[src/rtl/audio_dma_pkg.sv]
package audio_dma_pkg;
    typedef enum logic {ST_IDLE = 1'b0, ST_XFER = 1'b1} dma_st_e;
    localparam logic [1:0] SEL_CTRL = 2'd0;
    localparam logic [1:0] SEL_ADDR = 2'd1;
    localparam logic [1:0] SEL_CNT  = 2'd2;
endpackage

[src/rtl/audio_dma_sizer.sv]
module audio_dma_sizer #(
    parameter int WORD_W = 14,
    parameter int LVL_W  = 6
) (
    input  logic [WORD_W-1:0] rem_words,
    input  logic [LVL_W-1:0]  level,
    output logic [LVL_W-1:0]  burst
);
    localparam int CW = (WORD_W > LVL_W) ? WORD_W : LVL_W;
    logic [CW-1:0] rem_x, lvl_x;

    always_comb begin
        rem_x = CW'(rem_words);
        lvl_x = CW'(level);
        burst = (rem_x < lvl_x) ? LVL_W'(rem_x) : level;
    end
endmodule

[src/rtl/audio_dma_port.sv]
module audio_dma_port #(
    parameter bit PLAYBACK = 1'b1,
    parameter int DATA_W   = 32
) (
    input  logic              active,
    input  logic              mem_gnt,
    input  logic [DATA_W-1:0] mem_rdata,
    input  logic [DATA_W-1:0] fifo_pop_data,
    output logic              mem_we,
    output logic [DATA_W-1:0] mem_wdata,
    output logic              fifo_push,
    output logic [DATA_W-1:0] fifo_push_data,
    output logic              fifo_pop
);
    assign mem_wdata      = fifo_pop_data;
    assign fifo_push_data = mem_rdata;

    generate
        if (PLAYBACK) begin : g_play
            assign mem_we    = 1'b0;
            assign fifo_push = active & mem_gnt;
            assign fifo_pop  = 1'b0;
        end else begin : g_cap
            assign mem_we    = 1'b1;
            assign fifo_push = 1'b0;
            assign fifo_pop  = active & mem_gnt;
        end
    endgenerate
endmodule

[src/rtl/audio_dma_chan.sv]
module audio_dma_chan
    import audio_dma_pkg::*;
#(
    parameter bit PLAYBACK = 1'b1,
    parameter int ADDR_W   = 32,
    parameter int CNT_W    = 16,
    parameter int DATA_W   = 32,
    parameter int LVL_W    = 6
) (
    input  logic              clk,
    input  logic              rst_n,
    input  logic              cfg_we,
    input  logic [1:0]        cfg_sel,
    input  logic [31:0]       cfg_wdata,
    output logic              en_o,
    output logic [ADDR_W-1:0] addr_o,
    output logic [CNT_W-1:0]  remaining_o,
    input  logic [LVL_W-1:0]  fifo_level,
    input  logic              fifo_ok,
    output logic              fifo_push,
    output logic [DATA_W-1:0] fifo_push_data,
    output logic              fifo_pop,
    input  logic [DATA_W-1:0] fifo_pop_data,
    output logic              mem_req,
    output logic              mem_we,
    output logic [ADDR_W-1:0] mem_addr,
    output logic [DATA_W-1:0] mem_wdata,
    input  logic              mem_gnt,
    input  logic [DATA_W-1:0] mem_rdata,
    output logic              irq_done
);
    localparam int WORD_W = CNT_W - 2;
    localparam logic [ADDR_W-1:0] ADDR_STEP = ADDR_W'(4);
    localparam logic [CNT_W-1:0]  CNT_STEP  = CNT_W'(4);

    typedef struct packed {
        dma_st_e            st;
        logic               en;
        logic [ADDR_W-1:0]  addr;
        logic [CNT_W-1:0]   rem;
        logic [LVL_W-1:0]   burst;
        logic               pa_v;
        logic [ADDR_W-1:0]  pa;
        logic               pc_v;
        logic [CNT_W-1:0]   pc;
        logic               irq;
    } regs_t;

    regs_t d, q;
    logic [LVL_W-1:0]  burst_sz;
    logic [ADDR_W-1:0] wr_addr_val;
    logic [CNT_W-1:0]  wr_cnt_val;
    logic              wr_addr, wr_cnt, wr_ctrl, start;

    audio_dma_sizer #(.WORD_W(WORD_W), .LVL_W(LVL_W)) u_sizer (
        .rem_words (q.rem[CNT_W-1:2]),
        .level     (fifo_level),
        .burst     (burst_sz)
    );

    audio_dma_port #(.PLAYBACK(PLAYBACK), .DATA_W(DATA_W)) u_port (
        .active         (q.st == ST_XFER),
        .mem_gnt        (mem_gnt),
        .mem_rdata      (mem_rdata),
        .fifo_pop_data  (fifo_pop_data),
        .mem_we         (mem_we),
        .mem_wdata      (mem_wdata),
        .fifo_push      (fifo_push),
        .fifo_push_data (fifo_push_data),
        .fifo_pop       (fifo_pop)
    );

    always_comb begin
        wr_ctrl     = cfg_we && (cfg_sel == SEL_CTRL);
        wr_addr     = cfg_we && (cfg_sel == SEL_ADDR);
        wr_cnt      = cfg_we && (cfg_sel == SEL_CNT);
        wr_addr_val = {cfg_wdata[ADDR_W-1:2], 2'b00};
        wr_cnt_val  = {cfg_wdata[CNT_W-1:2], 2'b00};
        start       = 1'b0;
        d           = q;
        d.irq       = 1'b0;
        if (wr_ctrl) d.en = cfg_wdata[0];
        case (q.st)
            ST_IDLE: begin
                // deferred writes land here, after the word they waited on
                if (q.pa_v) begin d.addr = q.pa; d.pa_v = 1'b0; end
                if (q.pc_v) begin d.rem  = q.pc; d.pc_v = 1'b0; end
                if (wr_addr) d.addr = wr_addr_val;
                if (wr_cnt)  d.rem  = wr_cnt_val;
                start = q.en && fifo_ok && !q.pa_v && !q.pc_v &&
                        !wr_addr && !wr_cnt && (burst_sz != '0);
                if (start) begin
                    d.st    = ST_XFER;
                    d.burst = burst_sz;
                end
            end
            default: begin
                if (wr_addr) begin d.pa_v = 1'b1; d.pa = wr_addr_val; end
                if (wr_cnt)  begin d.pc_v = 1'b1; d.pc = wr_cnt_val;  end
                if (mem_gnt) begin
                    d.addr  = q.addr + ADDR_STEP;
                    d.rem   = q.rem - CNT_STEP;
                    d.burst = q.burst - LVL_W'(1);
                    d.irq   = q.en && (q.rem == CNT_STEP);
                    if ((q.burst == LVL_W'(1)) || !fifo_ok || !q.en ||
                        q.pa_v || q.pc_v || wr_addr || wr_cnt)
                        d.st = ST_IDLE;
                end
            end
        endcase
    end

    always_ff @(posedge clk) begin
        if (!rst_n) q <= '0;
        else        q <= d;
    end

    assign en_o        = q.en;
    assign addr_o      = q.addr;
    assign remaining_o = q.rem;
    assign mem_req     = (q.st == ST_XFER);
    assign mem_addr    = q.addr;
    assign irq_done    = q.irq;


    req_hold_chk: assert property (@(posedge clk) disable iff (!rst_n)
        mem_req && !mem_gnt |=> mem_req && $stable(mem_addr));

    word_step_chk: assert property (@(posedge clk) disable iff (!rst_n)
        mem_req && mem_gnt |=> (addr_o == $past(addr_o) + ADDR_STEP) &&
                               (remaining_o == $past(remaining_o) - CNT_STEP));

    irq_zero_chk: assert property (@(posedge clk) disable iff (!rst_n)
        irq_done |-> remaining_o == '0);

    irq_pulse_chk: assert property (@(posedge clk) disable iff (!rst_n)
        irq_done |=> !irq_done);

    zero_idle_chk: assert property (@(posedge clk) disable iff (!rst_n)
        remaining_o == '0 |-> !mem_req);

    stop_chk: assert property (@(posedge clk) disable iff (!rst_n)
        !en_o && !mem_req |=> !mem_req);
endmodule

[config.mk]
export PLATFORM = sky130hd
export DESIGN_NAME = audio_dma_chan
export DESIGN_NICKNAME = d
export VERILOG_FILES = /design/src/rtl/audio_dma_pkg.sv /design/src/rtl/audio_dma_sizer.sv /design/src/rtl/audio_dma_port.sv /design/src/rtl/audio_dma_chan.sv
export SDC_FILE = /design/constraint.sdc
export NUM_CORES = 1
export LEC_CHECK = 0
export ABC_AREA = 1
export BUFFER_PORTS_ARGS = -buffer_cell sky130_fd_sc_hd__buf_2
export CELL_PAD_IN_SITES_DETAIL_PLACEMENT = 0
export CELL_PAD_IN_SITES_GLOBAL_PLACEMENT = 1
export CORE_MARGIN = 2
export CORE_UTILIZATION = 37
export DETAILED_ROUTE_END_ITERATION = 10
export GPL_ROUTABILITY_DRIVEN = 0
export HOLD_SLACK_MARGIN = 0.02
export PLACE_DENSITY = 0.87
export SYNTH_ARGS = -nofsm -noshare
export SYNTH_HDL_FRONTEND = slang
export SYNTH_HIERARCHICAL = 1
export SYNTH_SLANG_ARGS = --single-unit
[constraint.sdc]
create_clock -name clk -period 3.58 [get_ports clk]
set_input_delay 0.179 -clock clk [delete_from_list [all_inputs] [get_ports clk]]
set_output_delay 0.179 -clock clk [all_outputs]
set_load 0.05 [all_outputs]
==> out/qor.csv <==
stage;metric;value;unit
status;status;finished clean;
drt;Vias/cell;4.79;
synthesis;warnings from Yosys;6;
layout;fin area;7120;um^2
floorplanning;I/O pins;259;
sta;minimum clock period;2370;ps
clock_tree;setup repair bufs after CTS;0;
synthesis;Synth area leader;dfxtp_1;
placement;dpl cells;1322;
setup_path;startpoint types;register;
floorplanning;full die area;20500;um^2
power;VDD IR max;0.223;mV
drt;via total after detailed routing;6400;
global_route;GR Overflow Total;0;
drt;Final ANT Viol Nets;0;
synthesis;dominant cell by count in the synthesized netlist;nand2_1;
layout;Ant. Diodes;0;
floorplanning;Core Footprint;18800;um^2
synthesis;area share of the largest cell type after synthesis;27.7;%
global_route;vias in the first global route;5767;
drt;DRT iter0 DRCs;469;
power;Leak;3.04;nW
setup_path;Arrival @ worst endpoint;2650;ps
drt;# DRC;0;
clock_tree;CTS Hold Buffers Added;0;
global_route;largest net degree at the start of global routing;73;
setup_path;Worst EP required;3860;ps
setup_path;worst setup path category;register to register;
sta;Setup violations, final;0;
synthesis;Mapped Cells;1120;
floorplanning;# rows;50;
power;PD cells;397;nW/um^2
clock_tree;CTS clock-pin slew for the worst setup and hold paths;70;ps
sta;Fin. Hold Viols;0;
floorplanning;Die Wd;143;um
sta;worst clock skew;12.8;ps
global_route;antenna violations before repair;3;
clock_tree;clk_lat worst skew;350;ps
floorplanning;Starting Density;38.0;%
placement;pre-CTS setup slack;1260;ps
synthesis;post-synthesis sequential area ratio;27.7;%
drt;drt wl/cell;13.7;um
synthesis;Synth async-reset ratio;0;%
sta;fin. max-slew vios;0;
placement;placed cell areas;6830;um^2
clock_tree;cts repair resizes;0;
global_route;first-pass GRT wire length;29.4;mm
sta;FMAX;422;MHz
power;power after layout;2.82;mW
sta;RSZ-0062 raised after global routing;no;
floorplanning;Die H;143;um
synthesis;Main synth FF type;dfxtp_1;
layout;Area growth syn-to-layout;-0.594;%
drt;DRT Pass-1 Iters;5;
setup_path;CP Capture Type;register;
clock_tree;clock sink count;99;
sta;final period utilization;66.2;%
synthesis;Post-synth EDFFs;0;
global_route;Total GRT Usage;18.0;%
synthesis;synthesized area;7160;um^2
setup_path;crit-path max FO;9;
synthesis;ranking of synthesized cells by area;dfxtp_1 (28%), buf_4 (16%), nand2_1 (12%), a21oi_1 (8.5%), o21ai_0 (7.2%);
sta;post-route setup slack;1210;ps
placement;DP Wirelength;13.0;mm
synthesis;Yosys cell types;37;
drt;WL final;18.3;mm
clock_tree;H-tree Lvls;3;
synthesis;synthesis-stage register bit count;99;
synthesis;Avg Cell Area, Syn;6.39;um^2
synthesis;Post-synth top cells;nand2_1 (230), buf_4 (150), a21oi_1 (121), nor2_1 (111), o21ai_0 (103);
placement;port bufs;121;
sta;Tightest Pin Transition;960;ps
sta;Setup TNS;0;ps
clock_tree;clk buf depth;2;
layout;Non-Filler Instances;1337;
layout;layout cell share with drive strength beyond 1;15.9;%
min_path;HP Class;input port to register;
clock_tree;TritonCTS Buffers;9;
clock_tree;TritonCTS clock tree;yes;
sta;Slew Limit Headroom;36.0;%
clock_tree;root buf cell;clkbuf_16;
layout;Total Nets Final;1192;
run;MaxCap Viol Count;0;
-- report_power, final --
part | total [mW] | internal, mW | switching, mW
registers | 1.20 | 1.14 | 0.0665
clock network | 0.976 | 0.541 | 0.435
logic | 0.643 | 0.165 | 0.478
-- sequential cells by signal (all words and copies together), names as in the netlist --
name	count
addr_o	30
irq_done	1
en_o	1
mem_req	1
remaining_o	14
q	52
-- layer usage --
layer  GRT usage, %  vias to the layer above  part of all wire (%)
met2           27.8                      123                    44
met4           4.95                        6                   1.1
li1               -                     3363                     -
met1           25.3                     2889                    50
met3           3.76                       19                   4.5
met5              0                        -                  0.19
-- path summary, 6_finish.rpt --
kind | from | to | slack (ps) | cells past startpoint
setup / recovery | remaining_o[5] | q[54] | 1210 | 14
hold / removal | cfg_wdata[0] | en_o | 110 | 3
setup reg to reg | remaining_o[5] | q[54] | 1210 | 14
hold reg to reg | q[30] | q[30] | 450 | 2
-- cells by family after synthesis --
| group | synth area share (%) |
|---|---|
| AO/OA/AOI/OAI | 19.6 |
| XOR/XNOR | 0.979 |
| adder cells (fa/ha/maj) | 1.75 |
| buffers and inverters | 24.4 |
| flip-flops | 27.7 |
| other | 0.105 |
| AND/OR/NAND/NOR | 25.5 |
-- metrics by stage --
| step | hold WS, ps | utilization (%) |
|---|---|---|
| final | 110 | 37.8 |
| after global routing | 114 | 37.8 |
| after detailed placement | 358 | 36.3 |
| after CTS | 102 | 37.8 |
| after global placement | 358 | 36.3 |
| after floorplan | 335 | - |
-- layout by cell type, fill, tap and decap left out, types with 2 or more instances in the layout --
cell,Yosys,routed
clkbuf_16,0,9
ha_1,10,10
conb_1,2,8
inv_2,5,5
a21oi_1,121,121
inv_4,2,2
a22oi_1,2,2
inv_1,101,101
buf_4,150,7
o21ai_1,28,28
nand3_4,2,2
nand2_1,230,230
nor2_2,7,7
nor2_1,111,111
o21ai_0,103,103
o211ai_1,2,2
xor2_1,7,7
nand3_2,2,2
clkbuf_1,27,2
nand4_1,11,11
buf_2,10,121
dfxtp_1,99,98
nand2_2,6,6
nor3_1,2,2
a221oi_1,3,3
nand3_1,60,60
a31oi_1,2,2
-- area by class of cell --
type / instances / area, um^2
well taps: 260 / 325
clock inverters: 4 / 51.3
clock buffers: 11 / 233
inverters: 108 / 410
flip-flops and latches: 99 / 1980
fillers: 2072 / 11700
multi-input cells: 727 / 3460
repair buffers: 128 / 658
-- critical path: stages, from the launching register on --
cell	delay, ps
dfxtp_1	540
ha_1	310
nand2_1	70
nand2_1	80
a21oi_4	250
nand3_4	140
nand2_1	80
nand2_1	60
nor2_1	110
nand3_1	120
nand2_1	90
nand2_1	60
nand2_1	230
nor2_1	60
nor2_1	100
No activity file was read; power rests on OpenSTA's default activity.
